## src/rtl/irq_post_pkg.sv

```systemverilog
package irq_post_pkg;
    typedef enum logic [2:0] {
        ST_IDLE,
        ST_REJECT,
        ST_RC_ISSUE,
        ST_RC_WAIT,
        ST_WR_ISSUE,
        ST_CELL_REQ
    } post_state_e;
endpackage

```

## src/rtl/irq_req_check.sv

```systemverilog
module irq_req_check #(
    parameter int CELL_W   = 5,
    parameter int UNIT_W   = 2,
    parameter int BASE_W   = 13,
    parameter int MIN_CELL = 4,
    localparam int ADDR_W  = BASE_W + CELL_W
) (
    input  logic [CELL_W-1:0] in_cell,
    input  logic [UNIT_W-1:0] unit_id,
    input  logic [BASE_W-1:0] base,
    input  logic [CELL_W-1:0] held_cell,
    output logic              cell_ok,
    output logic [ADDR_W-1:0] word_addr
);
    always_comb begin
        cell_ok   = (in_cell[UNIT_W-1:0] == unit_id) && (int'(in_cell) >= MIN_CELL);
        word_addr = {base, held_cell};
    end
endmodule

```

## src/rtl/irq_req_slot.sv

```systemverilog
module irq_req_slot #(
    parameter int CH_W   = 6,
    parameter int CELL_W = 5
) (
    input  logic              clk,
    input  logic              rst_n,
    input  logic              load,
    input  logic [CH_W-1:0]   chan_in,
    input  logic [CELL_W-1:0] cell_in,
    output logic [CH_W-1:0]   chan_q,
    output logic [CELL_W-1:0] cell_q
);
    always_ff @(posedge clk or negedge rst_n) begin
        if (!rst_n) begin
            chan_q <= '0;
            cell_q <= '0;
        end else if (load) begin
            chan_q <= chan_in;
            cell_q <= cell_in;
        end
    end
endmodule

```

## src/rtl/irq_word_merge.sv

```systemverilog
module irq_word_merge #(
    parameter int DATA_W   = 36,
    parameter int MAP_BITS = 32,
    localparam int SEL_W   = $clog2(MAP_BITS)
) (
    input  logic              clk,
    input  logic              rst_n,
    input  logic              load,
    input  logic [DATA_W-1:0] rdata,
    input  logic [SEL_W-1:0]  sel,
    output logic [DATA_W-1:0] word_q
);
    logic [DATA_W-1:0] merged;

    genvar gi;
    generate
        for (gi = 0; gi < DATA_W; gi++) begin : g_bit
            if (gi < MAP_BITS) begin : g_map
                assign merged[gi] = rdata[gi] | (sel == SEL_W'(gi));
            end else begin : g_keep
                assign merged[gi] = rdata[gi];
            end
        end
    endgenerate

    always_ff @(posedge clk or negedge rst_n) begin
        if (!rst_n)    word_q <= '0;
        else if (load) word_q <= merged;
    end
endmodule

```

## src/rtl/irq_post_fsm.sv

```systemverilog
module irq_post_fsm
    import irq_post_pkg::*;
(
    input  logic clk,
    input  logic rst_n,
    input  logic req_valid,
    input  logic req_ok,
    input  logic mem_ready,
    input  logic mem_rvalid,
    input  logic cell_set_ack,
    output logic req_ready,
    output logic load_word,
    output logic mem_req,
    output logic mem_rdclr,
    output logic cell_set_req,
    output logic busy,
    output logic reject
);
    post_state_e state, nxt;

    always_ff @(posedge clk or negedge rst_n) begin
        if (!rst_n) state <= ST_IDLE;
        else        state <= nxt;
    end

    always_comb begin
        nxt = state;
        unique case (state)
            ST_IDLE:     if (req_valid) nxt = req_ok ? ST_RC_ISSUE : ST_REJECT;
            ST_REJECT:   nxt = ST_IDLE;
            ST_RC_ISSUE: if (mem_ready) nxt = ST_RC_WAIT;
            ST_RC_WAIT:  if (mem_rvalid) nxt = ST_WR_ISSUE;
            ST_WR_ISSUE: if (mem_ready) nxt = ST_CELL_REQ;
            ST_CELL_REQ: if (cell_set_ack) nxt = ST_IDLE;
            default:     nxt = ST_IDLE;
        endcase
    end

    always_comb begin
        req_ready    = (state == ST_IDLE);
        busy         = (state != ST_IDLE);
        reject       = (state == ST_REJECT);
        mem_req      = (state == ST_RC_ISSUE) || (state == ST_WR_ISSUE);
        mem_rdclr    = (state == ST_RC_ISSUE);
        load_word    = (state == ST_RC_WAIT) && mem_rvalid;
        cell_set_req = (state == ST_CELL_REQ);
    end

    assert_mem_hold_R6: assert property (@(posedge clk) disable iff (!rst_n)
        (mem_req && !mem_ready) |=> (mem_req && $stable(mem_rdclr)));

    assert_reject_pulse_R8: assert property (@(posedge clk) disable iff (!rst_n)
        reject |=> (!reject && !mem_req && !cell_set_req));

    assert_cell_hold_R10: assert property (@(posedge clk) disable iff (!rst_n)
        (cell_set_req && !cell_set_ack) |=> cell_set_req);

    assert_write_first_R5: assert property (@(posedge clk) disable iff (!rst_n)
        $rose(cell_set_req) |-> $past(mem_req && mem_ready && !mem_rdclr));
endmodule

```

## src/rtl/irq_post_seq.sv

```systemverilog
module irq_post_seq #(
    parameter int CELL_W   = 5,
    parameter int UNIT_W   = 2,
    parameter int BASE_W   = 13,
    parameter int CH_W     = 6,
    parameter int DATA_W   = 36,
    parameter int MAP_BITS = 32,
    parameter int MIN_CELL = 4,
    localparam int ADDR_W  = BASE_W + CELL_W,
    localparam int SEL_W   = $clog2(MAP_BITS)
) (
    input  logic              clk,
    input  logic              rst_n,
    input  logic [UNIT_W-1:0] unit_id,
    input  logic [BASE_W-1:0] mpx_base,
    input  logic              req_valid,
    output logic              req_ready,
    input  logic [CH_W-1:0]   req_chan,
    input  logic [CELL_W-1:0] req_cell,
    output logic              mem_req,
    output logic              mem_rdclr,
    output logic [ADDR_W-1:0] mem_addr,
    output logic [DATA_W-1:0] mem_wdata,
    input  logic              mem_ready,
    input  logic              mem_rvalid,
    input  logic [DATA_W-1:0] mem_rdata,
    output logic              cell_set_req,
    output logic [CELL_W-1:0] cell_set_num,
    input  logic              cell_set_ack,
    output logic              busy,
    output logic              reject
);
    logic              cell_ok;
    logic              load_word;
    logic              take;
    logic [CH_W-1:0]   chan_q;
    logic [CELL_W-1:0] cell_q;

    assign take         = req_valid && req_ready;
    assign cell_set_num = cell_q;

    irq_req_check #(.CELL_W(CELL_W), .UNIT_W(UNIT_W), .BASE_W(BASE_W), .MIN_CELL(MIN_CELL)) u_check (
        .in_cell(req_cell), .unit_id(unit_id), .base(mpx_base),
        .held_cell(cell_q), .cell_ok(cell_ok), .word_addr(mem_addr)
    );

    irq_req_slot #(.CH_W(CH_W), .CELL_W(CELL_W)) u_slot (
        .clk(clk), .rst_n(rst_n), .load(take),
        .chan_in(req_chan), .cell_in(req_cell),
        .chan_q(chan_q), .cell_q(cell_q)
    );

    irq_word_merge #(.DATA_W(DATA_W), .MAP_BITS(MAP_BITS)) u_merge (
        .clk(clk), .rst_n(rst_n), .load(load_word),
        .rdata(mem_rdata), .sel(chan_q[SEL_W-1:0]), .word_q(mem_wdata)
    );

    irq_post_fsm u_fsm (
        .clk(clk), .rst_n(rst_n), .req_valid(req_valid), .req_ok(cell_ok),
        .mem_ready(mem_ready), .mem_rvalid(mem_rvalid), .cell_set_ack(cell_set_ack),
        .req_ready(req_ready), .load_word(load_word), .mem_req(mem_req),
        .mem_rdclr(mem_rdclr), .cell_set_req(cell_set_req), .busy(busy), .reject(reject)
    );

    assert_addr_hold_R2: assert property (@(posedge clk) disable iff (!rst_n)
        (mem_req && !mem_ready) |=> $stable(mem_addr));

    assert_wr_bit_R4: assert property (@(posedge clk) disable iff (!rst_n)
        (mem_req && !mem_rdclr) |-> mem_wdata[chan_q[SEL_W-1:0]]);

    assert_num_hold_R10: assert property (@(posedge clk) disable iff (!rst_n)
        (cell_set_req && !cell_set_ack) |=> $stable(cell_set_num));

    assert_busy_R7: assert property (@(posedge clk) disable iff (!rst_n)
        (mem_req || cell_set_req) |-> (busy && !req_ready));
endmodule

```

## config.mk

```make
export PLATFORM = sky130hd
export DESIGN_NAME = irq_post_seq
export DESIGN_NICKNAME = d
export VERILOG_FILES = /design/src/rtl/irq_post_pkg.sv /design/src/rtl/irq_req_check.sv /design/src/rtl/irq_req_slot.sv /design/src/rtl/irq_word_merge.sv /design/src/rtl/irq_post_fsm.sv /design/src/rtl/irq_post_seq.sv
export SDC_FILE = /design/constraint.sdc
export NUM_CORES = 1
export LEC_CHECK = 0
export BUFFER_PORTS_ARGS = -buffer_cell sky130_fd_sc_hd__clkbuf_2
export CORE_MARGIN = 2
export CORE_UTILIZATION = 44
export DETAILED_ROUTE_END_ITERATION = 10
export HOLD_SLACK_MARGIN = 0.12
export PLACE_DENSITY = 0.8
export SETUP_SLACK_MARGIN = 0.05
export SYNTH_ARGS = -nofsm -noshare
export SYNTH_HDL_FRONTEND = slang
export SYNTH_SLANG_ARGS = --single-unit
```

## constraint.sdc

```tcl
create_clock -name clk -period 2.1 [get_ports clk]
set_clock_uncertainty 0.15 [all_clocks]
set_input_delay 0.315 -clock clk [delete_from_list [all_inputs] [get_ports clk]]
set_output_delay 0.315 -clock clk [all_outputs]
set_load 0.02 [all_outputs]
```

== Word level (Yosys, flattened, before mapping) ==
Index checks and enable logic that the tools add are counted.
Word-level totals
  flip-flop bits (word level): 49
  bits of input ports: 68
  logic and storage cells: 94
  output and inout port bits: 65
Operators by class
  reduce and logical (&&, ||, !) cells: 8
  eq/ne operators: 42
  $lt $le $gt $ge: 1
  muxes and demuxes: 7
  bitwise logic cells: 32
Operators by type and width (count)
  $eq 5x5->1 const B: 16
  $eq 5x4->1 const B: 8
  $or 1x1->1: 32
  $eq 5x3->1 const B: 4
  $mux 3: 5
  $pmux 3 s5: 1
  $eq 5x2->1 const B: 2
  $eq 3x2->1 const B: 2
  $eq 3x3->1 const B: 2
  $ne 2x2->1 const B: 3
  $eq 5x1->1 const B: 1
  $ge 5x3->1 const B: 1
  $logic_not 5->1: 1
  $reduce_and 5->1: 1
  $ne 2x1->1 const B: 2
  $eq 3x1->1 const B: 1
  $logic_and 1x1->1: 3
  $logic_not 3->1: 1
  $reduce_bool 3->1: 1
  $eq 2x2->1: 1
  $mux 2: 1
  $logic_or 1x1->1: 1

== Longest topological paths before layout ==
Gate-level depths: netlist of the first run.
  depth in word-level cells: 5
  depth in mapped cells: 7
  mapped depth without buffers: 4

== Hierarchy ==
From an unflattened synthesis of the first run, not the netlist that was laid out.
Second synthesis, totals
  cells, all modules: 201
  area total of the unflattened synthesis: 2471.1 um^2
Modules (own cells, without submodules)
  irq_word_merge: times used 1, area an instance 1574.0 um^2, cells an instance 125
  irq_req_slot: times used 1, area an instance 447.9 um^2, cells an instance 23
  irq_post_fsm: times used 1, area an instance 275.3 um^2, cells an instance 30
  irq_req_check: times used 1, area an instance 167.7 um^2, cells an instance 22
  irq_post_seq: times used 1, area an instance 6.3 um^2, cells an instance 1

== Worst setup path before layout of the first run ==
No wires, ideal clock.
  path type: register -> register
  from: reg u_fsm.state[0]
  to: reg u_slot.cell_q[0]
  arrival time: 1570 ps
  period minus slack after synthesis: 1845 ps
  data required time: 1825 ps
  path slack: 255 ps
  library setup time: 125 ps
  cell stages (with the launch flop): 6
  path through: dfrtp_1 -> or3_4 -> inv_2 -> and2_4 -> buf_12 -> mux2_4
On the way
  cells in the longest elaborated chain, start to end: 2
RTL lines
  start: declaration: RTL line irq_post_fsm.sv:19  | post_state_e state, nxt;
  start signal: assignment: RTL line irq_post_fsm.sv:23  | else state <= nxt;
  $logic_not 3->1: RTL line irq_post_fsm.sv:40  | req_ready = (state == ST_IDLE);
  via req_ready: RTL line irq_post_seq.sv:17  | output logic req_ready,
  $logic_and 1x1->1: RTL line irq_post_seq.sv:39  | assign take = req_valid && req_ready;
  end signal: assignment: RTL line irq_req_slot.sv:19  | cell_q <= cell_in;
  end: declaration: RTL line irq_req_slot.sv:11  | output logic [CELL_W-1:0] cell_q
The timed path passes the listed nets, and every way through them passes these cells.
A chain may end at the register's enable or synchronous reset.

== Worst setup path after layout of the first run ==
  from: reg u_fsm.state[1]
  to: out req_ready
On the way
  cells in the longest elaborated chain, start to end: 1
RTL lines (RTL line)
  $logic_not 3->1: irq_post_fsm.sv:40
  end: declaration: irq_post_seq.sv:17
Every way passes these cells.

==> results.tsv, run 1 <==
stage	metric	value	unit
power	static leakage	1.58	nW
setup_path	data required time at the worst endpoint	1.63	ns
power	largest voltage drop on the vdd net	0.000926	V
power	Cell Int Power	2.51	mW
global_routing	vias in the first global route	1904	
drt	DRC marker count from the first detailed-route iteration	107	
layout	antenna diode count	0	
yosys	synthesized netlist net count	303	
sta	final critical path time including I/O delays and setup	1.92	ns
drt	routed wirelength normalized by instance count	13.8	µm
yosys	main area contributors after synthesis	sky130_fd_sc_hd__dfrtp_1, sky130_fd_sc_hd__a21oi_1, sky130_fd_sc_hd__o21ai_0	
setup_path	Critical Setup Path Class	reg -> out	
yosys	post-synth design cell area	0.00236	mm²
drt	length of routed met3 wiring	534	µm
layout	layout cells sized above 1	0.401	
yosys	average cell area after synthesis	10.0	µm²
layout	area overhead of the layout relative to synthesis	29.0	%
yosys	Mapped Cells	235	
clock_network	insertion delay of the later-clocked pin in the worst-skew pair	0.30	ns
sta	RSZ-0062 raised after global routing	false	
hold_path	class of the most critical hold timing path	in -> reg	
die	placeable core region	0.00514	mm²
sta	total negative slack for setup checks	0	ns
setup_path	sort of element at the start of the critical path	flip-flop	
power	switching share of total power	0.444	
placed_design	final weighted congestion in routability-driven placement	0.796	
hold_path	worst hold path cell count	2	
yosys	post-synth cell types	35	
layout	final-stage net count	404	
power	Combinational Power Share	0.499	
yosys	proportion of netlist area held by the largest area contributor	0.520	
power	Switch Pwr	2.00	mW
drt	Post-Route M1 WL	2.34	mm
sta	Final Hold Violating Endpoints	0	
run	max-cap viol count	0	
clock_network	H-Tree Depth	2	
global_routing	total congestion overflow after global routing	0	
yosys	Async SR Flop Fraction	1.00	
yosys	most common cell in the synthesized netlist	sky130_fd_sc_hd__dfrtp_1	
setup_path	Register-to-Register Path Depth	4	
drt	number of remaining DRC errors	0	
clock_network	number of buffers on the longest clock path	2	
power	register share of total power	0.383	
outcome	status	complete, no violations	
setup_path	kind of end point of the critical path	output port	
global_routing	number of antenna violations at the first check in global routing	0	
yosys	number of storage elements in the synthesis netlist	49	
yosys	EDFF count, synth	0	
die	x dimension of the die	77.2	µm
drt	routed wl met2	2.71	mm
sta	count of pins over their slew limit	0	
drt	via density per instance	4.88	
clock_network	clock-pin transition on the worst setup and hold timing paths	0.08	ns
yosys	YS warnings	0	
global_routing	wire length of the first global-routing pass	9.11	mm
die	height of the die	77.2	µm
sta	number of setup violations in the final report	0	
yosys	most instantiated flip-flop cell in the synthesis netlist	sky130_fd_sc_hd__dfrtp_1	
drt	number of iterations in the first detailed-routing pass	4	
placed_design	Port Buffers	105	
setup_path	WP data arrival	1.45	ns
die	Initial Util	0.458	
power	Clock Power Share	0.118	
clock_network	total clock buffers created by CTS	5	
sta	highest attainable clock frequency	522	MHz
yosys	cell type contributing the most total cell area after synthesis	sky130_fd_sc_hd__dfrtp_1	
die	# IOs	133	
sta	Tightest Pin Transition	0.633	ns
die	number of rows created at floorplan	26	
clock_network	CTS root buffer	sky130_fd_sc_hd__clkbuf_8	
clock_network	Post-CTS Repair Setup Buffers	0	
drt	uppermost routed layer	met4	
sta	worst relative slew slack	0.578	
clock_network	number of clock sinks seen by CTS	49	
sta	ratio of final minimum period to clock period	0.912	
setup_path	largest fanout of any net on the critical path	11	
drt	vias post-DR	1985	
layout	fin util	0.591	
power	total power density per cell area	1490	mW/mm²
layout	count of fill cells added during filler insertion	485	
global_routing	pin count of the biggest net entering global routing	50	
placed_design	half-perimeter wire length after detailed placement	4.07	mm
drt	Post-Route WL	5.63	mm
drt	final antenna-violating net count	0	
yosys	most instantiated cells after synthesis	sky130_fd_sc_hd__dfrtp_1, sky130_fd_sc_hd__nand2_1, sky130_fd_sc_hd__a21oi_1, sky130_fd_sc_hd__o21ai_0, sky130_fd_sc_hd__buf_4	
die	Die Outline Area	0.00596	mm²
global_routing	Overall Global Routing Usage	0.192	
yosys	sequential area share after synthesis	0.520	
clock_network	TritonCTS clock tree	built	
[worst paths after layout]
kind / slack (ns) / from / endpoint
min reg2reg: 0.33 / u_merge.word_q[7] / u_merge.word_q[7]
min: 0.13 / req_cell[0] / u_slot.cell_q[0]
min in group asynchronous: 0.50 / rst_n / u_merge.word_q[11]
max: 0.18 / u_fsm.state[1] / req_ready
max reg2reg: 0.27 / u_fsm.state[1] / u_slot.chan_q[1]
max in group asynchronous: 0.86 / rst_n / u_merge.word_q[28]
[cell type report]
cell class                      count  area (µm²)  share of cell area
Tap cell                           70        87.6              0.0288
Timing Repair Buffer              126         731               0.240
Multi-Input combinational cell    150         900               0.296
Clock buffer                        8        80.1              0.0263
Inverter                            4        15.0             0.00494
Sequential cell                    49        1230               0.403
[cell usage in the layout (no fill, tap or decap), types with 2 or more instances in the layout]
master,count
sky130_fd_sc_hd__a21oi_1,33
sky130_fd_sc_hd__and3b_1,2
sky130_fd_sc_hd__buf_4,6
sky130_fd_sc_hd__clkbuf_1,3
sky130_fd_sc_hd__clkbuf_2,105
sky130_fd_sc_hd__clkbuf_8,5
sky130_fd_sc_hd__dfrtp_1,49
sky130_fd_sc_hd__dlygate4sd3_1,14
sky130_fd_sc_hd__inv_1,3
sky130_fd_sc_hd__mux2_2,4
sky130_fd_sc_hd__mux2_4,10
sky130_fd_sc_hd__mux2i_1,2
sky130_fd_sc_hd__nand2_1,34
sky130_fd_sc_hd__nor2_1,5
sky130_fd_sc_hd__nor2b_1,3
sky130_fd_sc_hd__nor3_1,4
sky130_fd_sc_hd__nor3b_1,4
sky130_fd_sc_hd__o21ai_0,33
sky130_fd_sc_hd__xor2_1,2
[sequential cells by signal (all words and copies together), names as in the netlist]
name / flops
u_fsm.state: 3
u_merge.word_q: 36
u_slot.cell_q: 5
u_slot.chan_q: 5
[through the flow]
stage	cell area (µm²)	instances	setup WS (ns)	power, mW	hold WS, ns
2_1_floorplan	2360	235	0.255	3.33	-0.131
3_3_place_gp	2820	385	0.305	3.95	0.302
3_5_place_dp	2820	385	0.268	4.01	0.316
4_1_cts	3030	406	0.177	4.56	0.120
5_1_grt	3040	407	0.0941	4.85	0.125
6_report	3040	407	0.185	4.52	0.126
[kinds of logic (layout without fill, tap and decap cells)]
logic type / Yosys count / in the layout / synth area share
mux: 16 / 16 / 0.0913
simple gates: 61 / 61 / 0.126
flops: 49 / 49 / 0.520
compound gates: 70 / 70 / 0.153
xor+xnor: 3 / 3 / 0.0112
buf+inv: 36 / 138 / 0.0977
[metal layers]
metal	vias to the layer above	track usage
met1	913	0.230
met5	-	0
li1	982	-
met3	9	0.0671
met2	81	0.330
met4	0	0.0429
[worst max-delay path, stage by stage (launching register included)]
cell and delay (ns):
sky130_fd_sc_hd__dfrtp_1 0.50, sky130_fd_sc_hd__or3_4 0.42, sky130_fd_sc_hd__inv_2 0.07, sky130_fd_sc_hd__clkbuf_2 0.16
[power groups by stage]
stage | registers, mW | clock network, mW | logic (mW)
floorplan | 2.10 | 0 | 1.23
detailed placement | 1.76 | 0 | 2.26
finish | 1.73 | 0.532 | 2.25
CTS | 1.74 | 0.547 | 2.28
global placement | 1.73 | 0 | 2.22
global route | 1.81 | 0.591 | 2.44
[timing repair]
action / in CTS / in global routing
resized for setup: 0 / 0
hold buffers: 13 / 1
hold endpoints to repair: 61 / 1
(Power assumes the default switching activity.)
==> inputs of run 2 (changes only) <==
--- a/config.mk
+++ b/config.mk
@@ -8,5 +8,6 @@
 export BUFFER_PORTS_ARGS = -buffer_cell sky130_fd_sc_hd__clkbuf_2
-export CORE_MARGIN = 2
+export CORE_MARGIN = 5
 export CORE_UTILIZATION = 44
 export DETAILED_ROUTE_END_ITERATION = 10
+export GPL_TIMING_DRIVEN = 0
 export HOLD_SLACK_MARGIN = 0.12
==> constraint.sdc (replaced) <==
create_clock -name clk -period 2.1 [get_ports clk]
set_clock_uncertainty 0.15 [all_clocks]
set_input_delay 0.42 -clock clk [delete_from_list [all_inputs] [get_ports clk]]
set_output_delay 0.42 -clock clk [all_outputs]
set_load 0.02 [all_outputs]
==> run 2 against run 1 <==
Against the previous run:
- non-clock buffer count up 26
- core utilization grew 2.1 points
- critical path type unchanged
- cell count is 6.4% higher
- total power increased by 3.8%
- critical path depth is the same
- critical endpoint unchanged
- fmax decreased by 2.8%
- die area rose by 16%
- clock power is 1% lower
==> results.tsv, run 2 (synthesis gave the netlist of run 1 again) <==
stage	metric	value	unit	change
setup_path	largest fanout of any net on the critical path	8		-3
clock_network	total clock buffers created by CTS	5		unchanged
setup_path	series of cell instances along the critical path	or3_4 -> inv_2 -> clkbuf_2		
die	height of the die	83.2	µm	+7.8%
setup_path	Critical Setup Path Class	reg -> out		
sta	number of setup violations in the final report	0		unchanged
drt	routed wl met2	3.12	mm	+15%
power	largest voltage drop on the vdd net	0.000860	V	-7.2%
clock_network	insertion delay of the later-clocked pin in the worst-skew pair	0.29	ns	about the same
power	Combinational Power Share	0.528		+0.029
global_routing	vias in the first global route	2182		+15%
sta	worst relative slew slack	0.545		-0.0330
power	Clock Power Share	0.112		-0.006
sta	ratio of final minimum period to clock period	0.938		+0.0259
clock_network	number of buffers on the longest clock path	2		unchanged
die	Die Outline Area	0.00692	mm²	+16%
clock_network	CTS root buffer	sky130_fd_sc_hd__clkbuf_8		
setup_path	worst setup path endpoint	req_ready		
global_routing	number of antenna violations at the first check in global routing	0		unchanged
sta	RSZ-0062 raised after global routing	true		
drt	vias post-DR	2139		+7.8%
layout	final-stage net count	430		+6.4%
sta	count of pins over their slew limit	0		unchanged
die	Initial Util	0.458		unchanged
drt	Post-Route WL	6.37	mm	+13%
setup_path	Register-to-Register Path Depth	5		+1
layout	final standard cell count with taps included and fillers excluded	433		+6.4%
setup_path	data required time at the worst endpoint	1.53	ns	-0.10 ns
placed_design	Port Buffers	118		+12%
clock_network	clock-pin transition on the worst setup and hold timing paths	0.09	ns	about the same
layout	commonest non-fill, non-tap cells in the layout	sky130_fd_sc_hd__clkbuf_2, sky130_fd_sc_hd__dfrtp_1, sky130_fd_sc_hd__nand2_1, sky130_fd_sc_hd__a21oi_1, sky130_fd_sc_hd__o21ai_0		
hold_path	class of the most critical hold timing path	in -> reg		
sta	highest attainable clock frequency	508	MHz	-2.8%
power	total power	4.69	mW	+3.8%
clock_network	TritonCTS clock tree	built		
setup_path	CP max-delay cell	sky130_fd_sc_hd__dfrtp_2		
placed_design	Placed Cells	423		+9.9%
drt	Post-Route M1 WL	2.58	mm	+10%
die	number of rows created at floorplan	26		unchanged
setup_path	sort of element at the start of the critical path	flip-flop		
drt	uppermost routed layer	met4		
power	total power density per cell area	1490	mW/mm²	+0.28%
clock_network	H-Tree Depth	2		unchanged
layout	summed area of non-filler cells in the final layout	0.00315	mm²	+3.5%
drt	number of iterations in the first detailed-routing pass	4		unchanged
layout	flip-flop count of the largest register after layout	36		unchanged
placed_design	final weighted congestion in routability-driven placement	0.792		-0.47%
sta	Final Hold Violating Endpoints	0		unchanged
drt	length of routed met3 wiring	635	µm	+19%
placed_design	half-perimeter wire length after detailed placement	4.91	mm	+21%
outcome	status	complete, no violations		
layout	antenna diode count	0		unchanged
power	Cell Int Power	2.61	mW	+3.8%
layout	count of fill cells added during filler insertion	486		+0.21%
clock_network	number of clock sinks seen by CTS	49		unchanged
power	switching share of total power	0.443		about the same
global_routing	pin count of the biggest net entering global routing	50		unchanged
power	Switch Pwr	2.08	mW	+3.8%
drt	final antenna-violating net count	0		unchanged
setup_path	capturing point of the worst reg2reg path	u_slot.chan_q[4]		
setup_path	r2r setup slk	0.30	ns	+0.03 ns
sta	Tightest Pin Transition	0.681	ns	+0.0480 ns
global_routing	wire length of the first global-routing pass	10.6	mm	+16%
setup_path	launching point of the worst reg2reg path	u_fsm.state[0]		
drt	routed wirelength normalized by instance count	14.7	µm	+6.3%
global_routing	Overall Global Routing Usage	0.186		-0.00556
drt	via density per instance	4.94		+1.3%
power	static leakage	1.67	nW	+5.7%
setup_path	kind of end point of the critical path	output port		
drt	DRC marker count from the first detailed-route iteration	126		+18%
placed_design	area after detailed placement	0.00303	mm²	+7.6%
layout	layout cells sized above 1	0.457		+0.0567
sta	final critical path time including I/O delays and setup	1.97	ns	+0.0545 ns
run	max-cap viol count	0		unchanged
drt	number of remaining DRC errors	0		unchanged
die	x dimension of the die	83.2	µm	+7.8%
layout	leading cell type in the layout, fill and taps excluded	sky130_fd_sc_hd__clkbuf_2		
die	placeable core region	0.00514	mm²	unchanged
sta	total negative slack for setup checks	0	ns	unchanged
setup_path	maximum cell stage delay along the critical path	0.46	ns	-0.04 ns
global_routing	total congestion overflow after global routing	0		unchanged
power	register share of total power	0.361		-0.022
setup_path	WP data arrival	1.40	ns	-0.05 ns
layout	largest registers	u_merge.word_q (36), u_slot.cell_q (5), u_slot.chan_q (5)		
setup_path	start point of the critical path	u_fsm.state[0]		
die	# IOs	133		unchanged
layout	area overhead of the layout relative to synthesis	33.5	%	
layout	Reg with most FFs	u_merge.word_q		
[run 2: what timing repair did]
item                                   in CTS  in global routing
hold buffers                                0                  1
gates resized for setup                     0                  2
endpoints found under the hold margin       0                 23
setup buffers                               0                  0
setup endpoints to repair                   0                  2
[run 2: worst min-delay path by stage]
stage / slack (ns) / endpoint / depth (start not counted) / from
4_1_cts: 0.19 / u_merge.word_q[33] / 2 / mem_rdata[33]
5_1_grt: 0.19 / u_merge.word_q[33] / 2 / mem_rdata[33]
3_5_place_dp: 0.32 / u_merge.word_q[11] / 2 / u_merge.word_q[11]
2_1_floorplan: -0.03 / u_fsm.state[0] / 0 / rst_n
6_report: 0.20 / u_merge.word_q[33] / 2 / mem_rdata[33]
3_3_place_gp: 0.31 / u_merge.word_q[8] / 2 / u_merge.word_q[8]
[run 2: power groups by stage]
stage                     registers, mW  logic [mW]  clock network, mW
final                              1.69        2.47              0.525
after global routing               1.75        2.70              0.584
after CTS                          1.69        2.50              0.543
after detailed placement           1.70        2.49                  0
after global placement             1.69        2.44                  0
after floorplan                    2.10        1.23                  0
[run 2: critical path, delay by kind of cell (launching register included)]
family	cells	cell delay, ns
DFF	1	0.46
and+or+nand+nor	1	0.41
buffers and inverters	2	0.23
[run 2: cell type report]
| class | count | area, µm² | area share |
|---|---|---|---|
| Multi-Input combinational cell | 150 | 900 | 0.286 |
| Clock buffer | 8 | 80.1 | 0.0255 |
| Tap cell | 70 | 87.6 | 0.0278 |
| Inverter | 4 | 15.0 | 0.00477 |
| Timing Repair Buffer | 120 | 621 | 0.197 |
| Buffer | 32 | 215 | 0.0684 |
| Sequential cell | 49 | 1230 | 0.390 |
[run 2: through the flow]
stage               worst slack (ns)  hold WS (ns)  utilization
floorplan                      0.255       -0.0256            -
global placement               0.314         0.311        0.590
detailed placement             0.293         0.323        0.590
CTS                           0.0960         0.193        0.606
global route                  0.0430         0.186        0.612
finish                         0.130         0.197        0.612
[run 2: routing by layer]
metal / up-vias / global-route usage
met3: 5 / 0.0644
met1: 994 / 0.232
met2: 104 / 0.314
met4: 0 / 0.0357
met5: - / 0
li1: 1036 / -
